`src/rtl/wmbp_pkg.sv`:
```
package wmbp_pkg;

  localparam int REG_W  = 16;
  localparam int CTRL_W = 6;
  localparam int STAT_W = 5;

  // control word, bit 5 down to bit 0
  typedef struct packed {
    logic bp_ie;     // bit 5
    logic link;      // bit 4
    logic unf_ie;    // bit 3
    logic ovf_ie;    // bit 2
    logic bp_arm;    // bit 1
    logic rd_en;     // bit 0
  } ctrl_t;

  // status word, bit 4 down to bit 0
  typedef struct packed {
    logic bp;        // bit 4
    logic cmd_idle;  // bit 3
    logic rd_idle;   // bit 2
    logic unf;       // bit 1
    logic ovf;       // bit 0
  } stat_t;

  localparam stat_t STAT_RESET = '{bp: 1'b0, cmd_idle: 1'b1, rd_idle: 1'b1,
                                   unf: 1'b0, ovf: 1'b0};

endpackage

```
`src/rtl/wmbp_level_cmp.sv`:
```
module wmbp_level_cmp #(
  parameter int AW = 32
) (
  input  logic [AW-1:0] distance,
  input  logic [AW-1:0] hi_mark,
  input  logic [AW-1:0] lo_mark,
  output logic          ovf,
  output logic          unf,
  output logic          empty
);

  // Strict comparisons on both watermarks.
  always_comb begin
    ovf   = (distance > hi_mark);
    unf   = (distance < lo_mark);
    empty = (distance == '0);
  end

endmodule

```
`src/rtl/wmbp_bp_track.sv`:
```
module wmbp_bp_track #(
  parameter int AW = 32
) (
  input  logic [AW-1:0] rd_ptr,
  input  logic [AW-1:0] wr_ptr,
  input  logic [AW-1:0] bp_addr,
  input  logic          empty,
  input  logic          bp_arm,
  output logic          bp_hit,
  output logic          rd_idle
);

  logic at_bp;
  logic caught_up;

  always_comb begin
    at_bp     = (rd_ptr == bp_addr);
    caught_up = (rd_ptr == wr_ptr);
    // flag only reports a parked reader while the comparator is armed
    bp_hit    = bp_arm & at_bp;
    // the reader is idle whenever it has nothing it may fetch
    rd_idle   = empty | caught_up | at_bp;
  end

endmodule

```
`src/rtl/wmbp_ctrl_regs.sv`:
```
module wmbp_ctrl_regs
  import wmbp_pkg::*;
#(
  parameter int              REG_AW     = 4,
  parameter logic [REG_AW-1:0] STATUS_OFS = 'h0,
  parameter logic [REG_AW-1:0] CTRL_OFS   = 'h2
) (
  input  logic              clk,
  input  logic              rst_n,
  input  logic [REG_AW-1:0] reg_addr,
  input  logic              reg_wr_en,
  input  logic [REG_W-1:0]  reg_wdata,
  input  stat_t             stat,
  output ctrl_t             ctrl,
  output logic [REG_W-1:0]  reg_rdata
);

  ctrl_t ctrl_q;
  ctrl_t ctrl_d;
  logic  ctrl_we;

  // next state
  always_comb begin
    ctrl_we = reg_wr_en & (reg_addr == CTRL_OFS);
    ctrl_d  = ctrl_t'(reg_wdata[CTRL_W-1:0]);
  end

  // register with explicit clock enable
  always_ff @(posedge clk or negedge rst_n) begin
    if (!rst_n) begin
      ctrl_q <= '0;
    end else if (ctrl_we) begin
      ctrl_q <= ctrl_d;
    end
  end

  assign ctrl = ctrl_q;

  // read mux, upper bits zero
  always_comb begin
    unique case (reg_addr)
      STATUS_OFS: reg_rdata = REG_W'(stat);
      CTRL_OFS:   reg_rdata = REG_W'(ctrl_q);
      default:    reg_rdata = '0;
    endcase
  end

  AST_STATUS_WRITE_IGNORED: assert property (@(posedge clk) disable iff (!rst_n)
    (reg_wr_en && reg_addr != CTRL_OFS) |=> $stable(ctrl_q));

endmodule

```
`src/rtl/wmbp_irq_ctrl.sv`:
```
module wmbp_irq_ctrl
  import wmbp_pkg::*;
#(
  parameter int AW     = 32,
  parameter int REG_AW = 4
) (
  input  logic              clk,
  input  logic              rst_n,
  input  logic [AW-1:0]     distance,
  input  logic [AW-1:0]     rd_ptr,
  input  logic [AW-1:0]     wr_ptr,
  input  logic [AW-1:0]     bp_addr,
  input  logic [AW-1:0]     hi_mark,
  input  logic [AW-1:0]     lo_mark,
  input  logic [REG_AW-1:0] reg_addr,
  input  logic              reg_wr_en,
  input  logic [15:0]       reg_wdata,
  output logic [15:0]       reg_rdata,
  output logic              rd_en,
  output logic              link_en,
  output logic              irq
);

  localparam int SYNC_STAGES = 2;

  // reset: asserted asynchronously, released on the clock
  logic [SYNC_STAGES-1:0] rst_pipe;
  logic                   rst_n_int;

  always_ff @(posedge clk or negedge rst_n) begin
    if (!rst_n) rst_pipe <= '0;
    else        rst_pipe <= {rst_pipe[SYNC_STAGES-2:0], 1'b1};
  end
  assign rst_n_int = rst_pipe[SYNC_STAGES-1];

  // flag generation
  logic  ovf_c, unf_c, empty_c, bp_c, ridle_c;
  ctrl_t ctrl;
  stat_t stat_d, stat_q;
  logic  irq_d, irq_q;

  wmbp_level_cmp #(.AW(AW)) u_level (
    .distance (distance),
    .hi_mark  (hi_mark),
    .lo_mark  (lo_mark),
    .ovf      (ovf_c),
    .unf      (unf_c),
    .empty    (empty_c)
  );

  wmbp_bp_track #(.AW(AW)) u_bp (
    .rd_ptr  (rd_ptr),
    .wr_ptr  (wr_ptr),
    .bp_addr (bp_addr),
    .empty   (empty_c),
    .bp_arm  (ctrl.bp_arm),
    .bp_hit  (bp_c),
    .rd_idle (ridle_c)
  );

  wmbp_ctrl_regs #(.REG_AW(REG_AW)) u_regs (
    .clk       (clk),
    .rst_n     (rst_n_int),
    .reg_addr  (reg_addr),
    .reg_wr_en (reg_wr_en),
    .reg_wdata (reg_wdata),
    .stat      (stat_q),
    .ctrl      (ctrl),
    .reg_rdata (reg_rdata)
  );

  // next state
  always_comb begin
    stat_d.ovf      = ovf_c;
    stat_d.unf      = unf_c;
    stat_d.rd_idle  = ridle_c;
    stat_d.cmd_idle = empty_c;
    stat_d.bp       = bp_c;
    irq_d = ctrl.rd_en & ((bp_c  & ctrl.bp_ie)  |
                          (ovf_c & ctrl.ovf_ie) |
                          (unf_c & ctrl.unf_ie));
  end

  // state registers, updated every cycle
  always_ff @(posedge clk or negedge rst_n_int) begin
    if (!rst_n_int) begin
      stat_q <= STAT_RESET;
      irq_q  <= 1'b0;
    end else begin
      stat_q <= stat_d;
      irq_q  <= irq_d;
    end
  end

  assign irq     = irq_q;
  assign rd_en   = ctrl.rd_en;
  assign link_en = ctrl.link;

  AST_IRQ_NEEDS_READ_EN: assert property (@(posedge clk) disable iff (!rst_n_int)
    irq_q |-> $past(ctrl.rd_en));
  AST_BP_HELD_CLEAR: assert property (@(posedge clk) disable iff (!rst_n_int)
    !ctrl.bp_arm |=> !stat_q.bp);
  AST_CMD_IDLE_READ_IDLE: assert property (@(posedge clk) disable iff (!rst_n_int)
    stat_q.cmd_idle |-> stat_q.rd_idle);
  AST_OVF_STRICT: assert property (@(posedge clk) disable iff (!rst_n_int)
    $rose(stat_q.ovf) |-> $past(distance > hi_mark));
  AST_UNF_STRICT: assert property (@(posedge clk) disable iff (!rst_n_int)
    $rose(stat_q.unf) |-> $past(distance < lo_mark));

endmodule

```
`config.mk`:
```
export PLATFORM = sky130hd
export DESIGN_NAME = wmbp_irq_ctrl
export DESIGN_NICKNAME = d
export VERILOG_FILES = /design/src/rtl/wmbp_pkg.sv /design/src/rtl/wmbp_level_cmp.sv /design/src/rtl/wmbp_bp_track.sv /design/src/rtl/wmbp_ctrl_regs.sv /design/src/rtl/wmbp_irq_ctrl.sv
export SDC_FILE = /design/constraint.sdc
export NUM_CORES = 1
export LEC_CHECK = 0
export ABC_AREA = 1
export BUFFER_PORTS_ARGS = -buffer_cell sky130_fd_sc_hd__buf_2
export CAP_MARGIN = 10
export CORE_ASPECT_RATIO = 0.75
export CORE_UTILIZATION = 42
export CTS_CLUSTER_DIAMETER = 80
export CTS_CLUSTER_SIZE = 20
export DETAILED_ROUTE_END_ITERATION = 8
export GPL_ROUTABILITY_DRIVEN = 0
export PLACE_DENSITY = 0.8
export SLEW_MARGIN = 15
export SYNTH_ARGS = -nofsm -noshare
export SYNTH_HDL_FRONTEND = slang
export SYNTH_SLANG_ARGS = --single-unit
```
`constraint.sdc`:
```
create_clock -name clk -period 1.2 [get_ports clk]
set_clock_uncertainty 0.15 [all_clocks]
set_input_delay 0.12 -clock clk [delete_from_list [all_inputs] [get_ports clk]]
set_output_delay 0.12 -clock clk [all_outputs]
set_load 0.01 [all_outputs]
```
After elaboration in Yosys (flattened, before gate mapping)
Cells that the tools add are included.
{"block": "classes", "order_cmp": 2, "n_eq_ne": 3, "n_mux": 1, "bitwise": 10, "n_reduce_logical": 2}
{"operator": "$eq 32x32->1", "count": 2}
{"operator": "$gt 32x32->1", "count": 1}
{"operator": "$logic_not 32->1", "count": 1}
{"operator": "$lt 32x32->1", "count": 1}
{"operator": "$pmux 6 s2", "count": 1}
{"operator": "$and 1x1->1", "count": 6}
{"operator": "$eq 4x2->1 const B", "count": 1}
{"operator": "$logic_not 4->1", "count": 1}
{"operator": "$or 1x1->1", "count": 4}
{"block": "totals", "reg_bits": 14, "inputBits": 215, "output_inout_bits": 19, "word_cells": 31}

Logic depth before layout (Yosys ltp)
Gate-level depths: netlist of the first run.
{"block": "logic_depth", "depth_word": 6, "mapped_depth": 17, "depth_no_buf": 17}

Cells and area by module
Synthesis of the first run repeated with hierarchy kept, for this count alone.
{"block": "unflattened", "hier_cells": 549, "hier_area_um2": 3418.3}
{"mod": "wmbp_level_cmp", "n_inst": 1, "cells_each": 282, "area_per_inst_um2": 1759.2, "seq_area_each_um2": 0.0}
{"mod": "wmbp_bp_track", "n_inst": 1, "cells_each": 194, "area_per_inst_um2": 972.2, "seq_area_each_um2": 0.0}
{"mod": "wmbp_ctrl_regs", "n_inst": 1, "cells_each": 58, "area_per_inst_um2": 456.7, "seq_area_each_um2": 150.1}
{"mod": "wmbp_irq_ctrl", "n_inst": 1, "cells_each": 15, "area_per_inst_um2": 230.2, "seq_area_each_um2": 202.7}

Worst setup path before layout of the first run
No wires, ideal clock.
{"block": "synth_path", "path_kind": "input port to flip-flop", "from": "input lo_mark[31]", "to": "register irq_q, in the netlist irq", "setup_time_ns": 0.113, "arrival_ns": 1.192, "required_time_ns": 0.937, "path_slack_ns": -0.255, "path_stages": 11, "n_path_buf": 0, "path_cell_list": "inv_1 ha_1 nand2_1 nor2_1 nand2_1 nor4b_1 nand2_1 nand3_1 nand3_1 nand2_1 inv_1"}
{"block": "synth_via", "elab_chain_len": 4}
{"item": "from (decl)", "line": "wmbp_irq_ctrl.sv:14", "source": "input logic [AW-1:0] lo_mark,"}
{"item": "$lt 32x32->1", "line": "wmbp_level_cmp.sv:15", "source": "unf = (distance < lo_mark);"}
{"item": "$and 1x1->1", "line": "wmbp_irq_ctrl.sv:81", "source": "(unf_c & ctrl.unf_ie));"}
{"item": "$or 1x1->1", "line": "wmbp_irq_ctrl.sv:80", "source": "(ovf_c & ctrl.ovf_ie) |"}
{"item": "$and 1x1->1", "line": "wmbp_irq_ctrl.sv:79", "source": "irq_d = ctrl.rd_en & ((bp_c & ctrl.bp_ie) |"}
{"item": "via irq_d", "line": "wmbp_irq_ctrl.sv:40", "source": "logic irq_d, irq_q;"}
{"item": "to (signal assigned)", "line": "wmbp_irq_ctrl.sv:91", "source": "irq_q <= irq_d;"}
{"item": "to (decl)", "line": "wmbp_irq_ctrl.sv:40"}
The timed path passes the listed nets, and every way through them passes these cells.
A chain may end at the register's enable or synchronous reset.

Final worst setup path of the first run
{"block": "layout_path", "from": "input distance[26]", "to": "register irq_q, in the netlist irq"}
{"block": "layout_via", "elab_chain_len": 5, "elab_cells_between_ends": 7, "classes_between": "order compare: 2; bitwise: 5"}
{"item": "from (decl)", "line": "wmbp_irq_ctrl.sv:9", "source": "input logic [AW-1:0] distance,"}
{"item": "$gt 32x32->1", "line": "wmbp_level_cmp.sv:14", "source": "ovf = (distance > hi_mark);"}
{"item": "$and 1x1->1", "line": "wmbp_irq_ctrl.sv:80"}
{"item": "$or 1x1->1", "line": "wmbp_irq_ctrl.sv:79"}
{"item": "$or 1x1->1 *", "line": "wmbp_irq_ctrl.sv:80"}
{"item": "$and 1x1->1 *", "line": "wmbp_irq_ctrl.sv:79"}
{"item": "via irq_d", "line": "wmbp_irq_ctrl.sv:40"}
The timed path passes the listed nets; every way through them passes the cells marked *.

==> flow_summary.toml, run 1 <==
[synth]
ys_seq_area_frac = 0.1119
ys_types = 29
syn_area_sq_um = 3154
synth_cells = 454
synth_edf_count = 0
synth_flop_cell = "dfrtp_1"
async_flop_share = 1.000
syn_avg_cell_area_sq_um = 6.948
ys_seq_elements = 14
yosysWarnings = 0

[sta]
setup-violations-final = 9
fmax_ghz = 0.7129
rsz0062_at_grt = "yes"
setup_tns_ns = -1.272
hold_viol = 0
min_period_over_period = 1.169
worst_slack_ns = -0.2027
slew_violations = 0
min_period_ns = 1.403

[clock_tree]
cts_buffers = 3
clk_pin_slew_ns = 0.06
cts_tree = "done"
clock_latency_ns = 0.25
clk_path_buf_depth = 2
clock-sinks = 14
h-tree-depth = 1
root_buffer = "clkbuf_8"

[power]
vdd_drop_max_v = 0.0003694
power.leakage_nw = 2.907
power_density_nw_per_um2 = 538.7

[min_path]
min_path_type = "reg2async"

[route]
wl_per_cell_microns = 16.17
vias = 4103
antenna_left = 0
first_iter_violations = 114
dr.pass1.iters = 4
drc_errors = 0
drt_wl_total_microns = 13070
viasPerCell = 5.078

[flow_run]
drv_cap = 0

[floorplanning]
rows = 26
pin_count = 234
core_area_sq_um = 7027
die_h_microns = 77.05
fp.dieW_microns = 102.1
start_util = 0.4489
dieArea_sq_um = 7864

[placement]
hpwl_microns = 9301
portBuffers = 213
place_area_sq_um = 4730

[layout]
fin_area_sq_um = 5777
final_nets = 989
num_antenna_cells = 0
drive_above_1_share = 0.5831
syn_to_final_growth_pct = 83.14

[setup_path]
endpoint_kind = "register"
required_ns = 1.19
cp-start-kind = "input pin"
rrSetupSlack_ns = 0.14
crit_fanout = 3
arrival_ns = 1.39
ff2ff_path_depth = 2
path_class = "in2reg"
r2r_end = "u_regs.ctrl[0]"
r2r-start = "u_regs.ctrl[0]"

[global_route]
grt-ovfl-total = 0
track_usage = 0.2927
grt_pass1_vias = 4123
grt_max_degree = 13
antenna_found_initial = 0
grt_pass1_wl_microns = 18220

[run_status]
violations = "setup timing"
outcome = "complete, but fails checks"
## metrics by stage
step / hold WS [ns] / setup slack, ns / power (W) / std cells / utilization
6_report: 0.02604 / -0.2027 / 0.003112 / 808 / 0.8221
5_1_grt: 0.06459 / -0.2980 / 0.003346 / 808 / 0.8221
4_1_cts: 0.04646 / -0.1183 / 0.002798 / 806 / 0.7715
3_5_place_dp: -0.2404 / -0.4534 / 0.002102 / 794 / 0.6731
3_3_place_gp: -0.2429 / -0.4654 / 0.002036 / 794 / 0.6731
2_1_floorplan: -0.3256 / -0.1730 / 0.001389 / 463 / -
## routing by layer
layer  share of wire  up-vias  GRT usage
li1                -     1965          -
met1            0.39     1912     0.3308
met2            0.52      188     0.5423
met3           0.069       38    0.05561
met4           0.027        0    0.09429
met5               0        -          0
## kinds of logic (layout without fill, tap and decap cells)
kind of cell	after synthesis	count (layout)	share of synthesized area
XOR/XNOR	60	60	0.1666
AO/OA/AOI/OAI	53	53	0.09679
flip-flops	14	14	0.1119
multiplexers	4	4	0.01904
AND/OR/NAND/NOR	163	163	0.2285
other	2	11	0.002381
buffers and inverters	95	342	0.1250
adder cells (fa/ha/maj)	63	63	0.2499
## sequential cells by signal (all words and copies together), names as in the netlist
name         cells
stat_q           5
u_regs.ctrl      6
irq              1
rst_pipe         2
## Yosys cell counts (2+ instances only)
| cell type | number | area share |
|---|---|---|
| ha_1 | 63 | 0.25 |
| o21a_1 | 4 | 0.0095 |
| nor2_1 | 37 | 0.044 |
| xnor2_1 | 50 | 0.14 |
| o21ai_0 | 4 | 0.0063 |
| nor4b_1 | 3 | 0.0083 |
| xor2_1 | 10 | 0.028 |
| dfstp_2 | 2 | 0.017 |
| inv_1 | 80 | 0.095 |
| nand2_1 | 85 | 0.10 |
| conb_1 | 2 | 0.0024 |
| o21ai_1 | 6 | 0.0095 |
| inv_2 | 5 | 0.0060 |
| nor3_1 | 7 | 0.011 |
| mux2_4 | 4 | 0.019 |
| buf_4 | 10 | 0.024 |
| or2_2 | 2 | 0.0040 |
| a32o_2 | 4 | 0.014 |
| dfrtp_1 | 12 | 0.095 |
| nand4_1 | 12 | 0.024 |
| a21oi_1 | 32 | 0.051 |
| nand3_1 | 10 | 0.016 |
| nor4_1 | 4 | 0.0079 |
## worst max path at each step
stage                      start      endpoint
floorplan            lo_mark[29]           irq
global placement     distance[8]     stat_q[2]
detailed placement   lo_mark[29]           irq
CTS                  reg_addr[0]  reg_rdata[3]
global route         hi_mark[14]           irq
finish              distance[26]           irq
## worst max-delay path, cell delays in order
cell	delay (ns)
buf_2	0.13
ha_4	0.26
nand2_2	0.06
nor2_2	0.17
nand2_2	0.10
nor4b_4	0.22
nand2_2	0.10
nand3_2	0.07
nand3_2	0.06
nand2_1	0.06
inv_1	0.03
## report_power, final
group,leakage [nW],internal [W],switching [W]
Combinational,2.71,0.00108,0.000985
Clock,0.0288,0.000290,0.000162
Sequential,0.165,0.000536,0.0000582
Total,2.91,0.00191,0.00121
## layout by cell type, fill, tap and decap left out, types with 5 or more instances in the layout
cell	netlist	final
dlygate4sd3_1	0	7
nor3_1	7	5
nand4_1	12	12
dfrtp_1	12	12
buf_2	0	185
nand2_1	85	57
buf_4	10	36
inv_1	80	55
buf_6	0	20
nand2_2	0	26
inv_2	5	22
a21oi_1	32	16
ha_4	0	45
buf_8	0	5
nand3_2	0	6
nor2_2	0	7
xor2_1	10	10
inv_4	0	6
ha_1	63	18
a21oi_2	0	14
o21ai_1	6	6
xnor2_1	50	48
conb_1	2	11
nor2_4	0	6
nor2_1	37	24
## what timing repair did
action / 4_1_cts / 5_1_grt
gates resized for setup: 95 / 83
hold endpoints to repair: 8 / 0
hold buffers: 7 / 0
pin swaps: 39 / 36
endpoints found under the setup margin: 11 / 13
setup buffers: 1 / 2
## area by class of cell
| class | instances | area [sq um] |
|---|---|---|
| fillers | 419 | 1250 |
| flip-flops and latches | 14 | 352.8 |
| clock buffers | 4 | 55.05 |
| well taps | 98 | 122.6 |
| repair buffers | 253 | 1567 |
| inverters | 85 | 351.6 |
| multi-input cells | 354 | 3328 |
Note: power is estimated with default switching activity, not from simulation.
==> run 2: changes to the inputs <==
- CORE_UTILIZATION: 42 -> 30
- PLACE_DENSITY: 0.8 -> 0.6
==> run 2 against run 1 <==
- the flow still finishes with violations (setup timing)
- first-iteration DRC count fell by 8.8%
- setup slack improved by 0.078 ns
- global-route usage fell by 9.6 points
- final area rose by 0.24%
- non-clock buffer count fell by 3
- critical path type unchanged
==> flow_summary.toml, run 2 (synthesis gave the netlist of run 1 again) <==
[run_status]
outcome = "complete, but fails checks"
violations = "setup timing"

[global_route]
antenna_found_initial = 0
grt_pass1_wl_microns = 17430
grt_pass1_vias = 3896
grt-ovfl-total = 0
track_usage = 0.1971
grt_max_degree = 13

[setup_path]
cp-start-kind = "input pin"
required_ns = 1.19
r2r_end = "u_regs.ctrl[2]"
endpoint_kind = "register"
crit_end = "irq"
cp-startpoint = "distance[29]"
arrival_ns = 1.31
ff2ff_path_depth = 2
crit_fanout = 3
rrSetupSlack_ns = 0.15
path_class = "in2reg"
r2r-start = "u_regs.ctrl[2]"

[clock_tree]
clk_pin_slew_ns = 0.05
root_buffer = "clkbuf_16"
cts_buffers = 3
h-tree-depth = 1
clock_latency_ns = 0.24
cts_tree = "done"
clk_path_buf_depth = 2
clock-sinks = 14

[floorplanning]
dieArea_sq_um = 10930
fp.dieW_microns = 120.4
start_util = 0.3077
core_area_sq_um = 10250
die_h_microns = 90.80
pin_count = 234
rows = 32

[sta]
min_period_over_period = 1.104
min_period_ns = 1.325
slew_violations = 0
setup-violations-final = 7
worst_slack_ns = -0.1246
fmax_ghz = 0.7549
hold_viol = 0
rsz0062_at_grt = "yes"

[power]
combPwrFrac = 0.614
power_density_nw_per_um2 = 540.7
p_total_w = 0.003131
intPower_w = 0.002010
switching_power_w = 0.001121
sw_frac_of_total = 0.3579
seqPwrFrac = 0.187
vdd_drop_max_v = 0.0004182
power.leakage_nw = 2.935
clockPowerShare = 0.199

[placement]
portBuffers = 213
place_area_sq_um = 4755
pre_cts_ws_ns = -0.6329
hpwl_microns = 9389

[route]
vias = 3779
drc_errors = 0
wl_per_cell_microns = 13.04
drt_wl_total_microns = 11000
viasPerCell = 4.483
first_iter_violations = 104
antenna_left = 0
dr.pass1.iters = 4

[layout]
num_antenna_cells = 0
layout_common_cells = "buf_2 (181), nand2_1 (65), inv_1 (54)"
layout_commonest_cell = "buf_2"
syn_to_final_growth_pct = 83.58
largest_reg_flops = 6
fin_area_sq_um = 5791
final_nets = 986
drive_above_1_share = 0.5658
fillCellCount = 959

[min_path]
min_path_type = "reg2async"

[flow_run]
drv_cap = 0
[run 2: changes by cell type in the layout (fill, tap and decap cells not counted), moves of 3 or more]
cell,previous run,this run
buf_4,36,33
nor2_2,7,10
nand2_1,57,65
nor2_4,6,3
buf_6,20,24
a21oi_1,16,19
buf_2,185,181
buf_8,5,2
clkbuf_16,0,3
nand2_2,26,17
clkbuf_8,4,0
ha_4,45,42
[run 2: how the worst min path moves through the flow]
stage	endpoint	slack, ns
2_1_floorplan	rst_pipe[0]	-0.33
3_3_place_gp	rst_pipe[0]	-0.24
3_5_place_dp	rst_pipe[0]	-0.24
4_1_cts	rst_pipe[0]	0.06
5_1_grt	rst_pipe[0]	0.06
6_report	u_regs.ctrl[5]	0.05
[run 2: final cells by class]
type,instances,area (sq um),area share
multi-input cells,354,3281,0.5666
repair buffers,250,1559,0.2692
flip-flops and latches,14,352.8,0.06093
inverters,85,349.1,0.06029
well taps,136,170.2,0.02939
clock buffers,4,78.83,0.01361
[run 2: worst max-delay path, stage by stage]
cell     delay, ns
buf_8         0.11
ha_4          0.23
a21oi_2       0.13
o21ai_1       0.07
nor2_1        0.11
nand2_1       0.11
a21oi_2       0.14
nand2_1       0.08
nand3_2       0.07
nand3_2       0.06
nand2_1       0.05
inv_1         0.03
[run 2: per-stage QoR]
stage          TNS (ns)  instances  hold slack, ns  utilization
6_report        -0.5104        843         0.05011       0.5649
5_1_grt         -0.9510        843         0.05713       0.5649
4_1_cts         -0.8039        840         0.05540       0.5381
3_5_place_dp     -4.428        829         -0.2425       0.4639
3_3_place_gp     -4.378        829         -0.2414       0.4639
2_1_floorplan   -0.4418        463         -0.3256            -
[run 2: what timing repair did]
action	4_1_cts	5_1_grt
endpoints found under the setup margin	11	12
pin swaps	43	28
setup buffers	1	3
endpoints found under the hold margin	8	0
hold buffers	7	0
resized for setup	105	66
[run 2: power by group through the flow]
| stage | logic [W] | clock network [W] | registers (W) |
|---|---|---|---|
| floorplan | 0.000798 | 0 | 0.000591 |
| global placement | 0.00145 | 0 | 0.000600 |
| CTS | 0.00176 | 0.000640 | 0.000586 |
| detailed placement | 0.00149 | 0 | 0.000601 |
| finish | 0.00192 | 0.000622 | 0.000586 |
| global route | 0.00212 | 0.000663 | 0.000596 |
[run 2: per-layer routing]
metal	routed length, microns	global-route usage	vias to the layer above
met5	0	0	-
met4	62	0.02778	0
met3	700	0.03598	8
met2	5273	0.3420	120
met1	4960	0.2576	1699
li1	-	-	1952
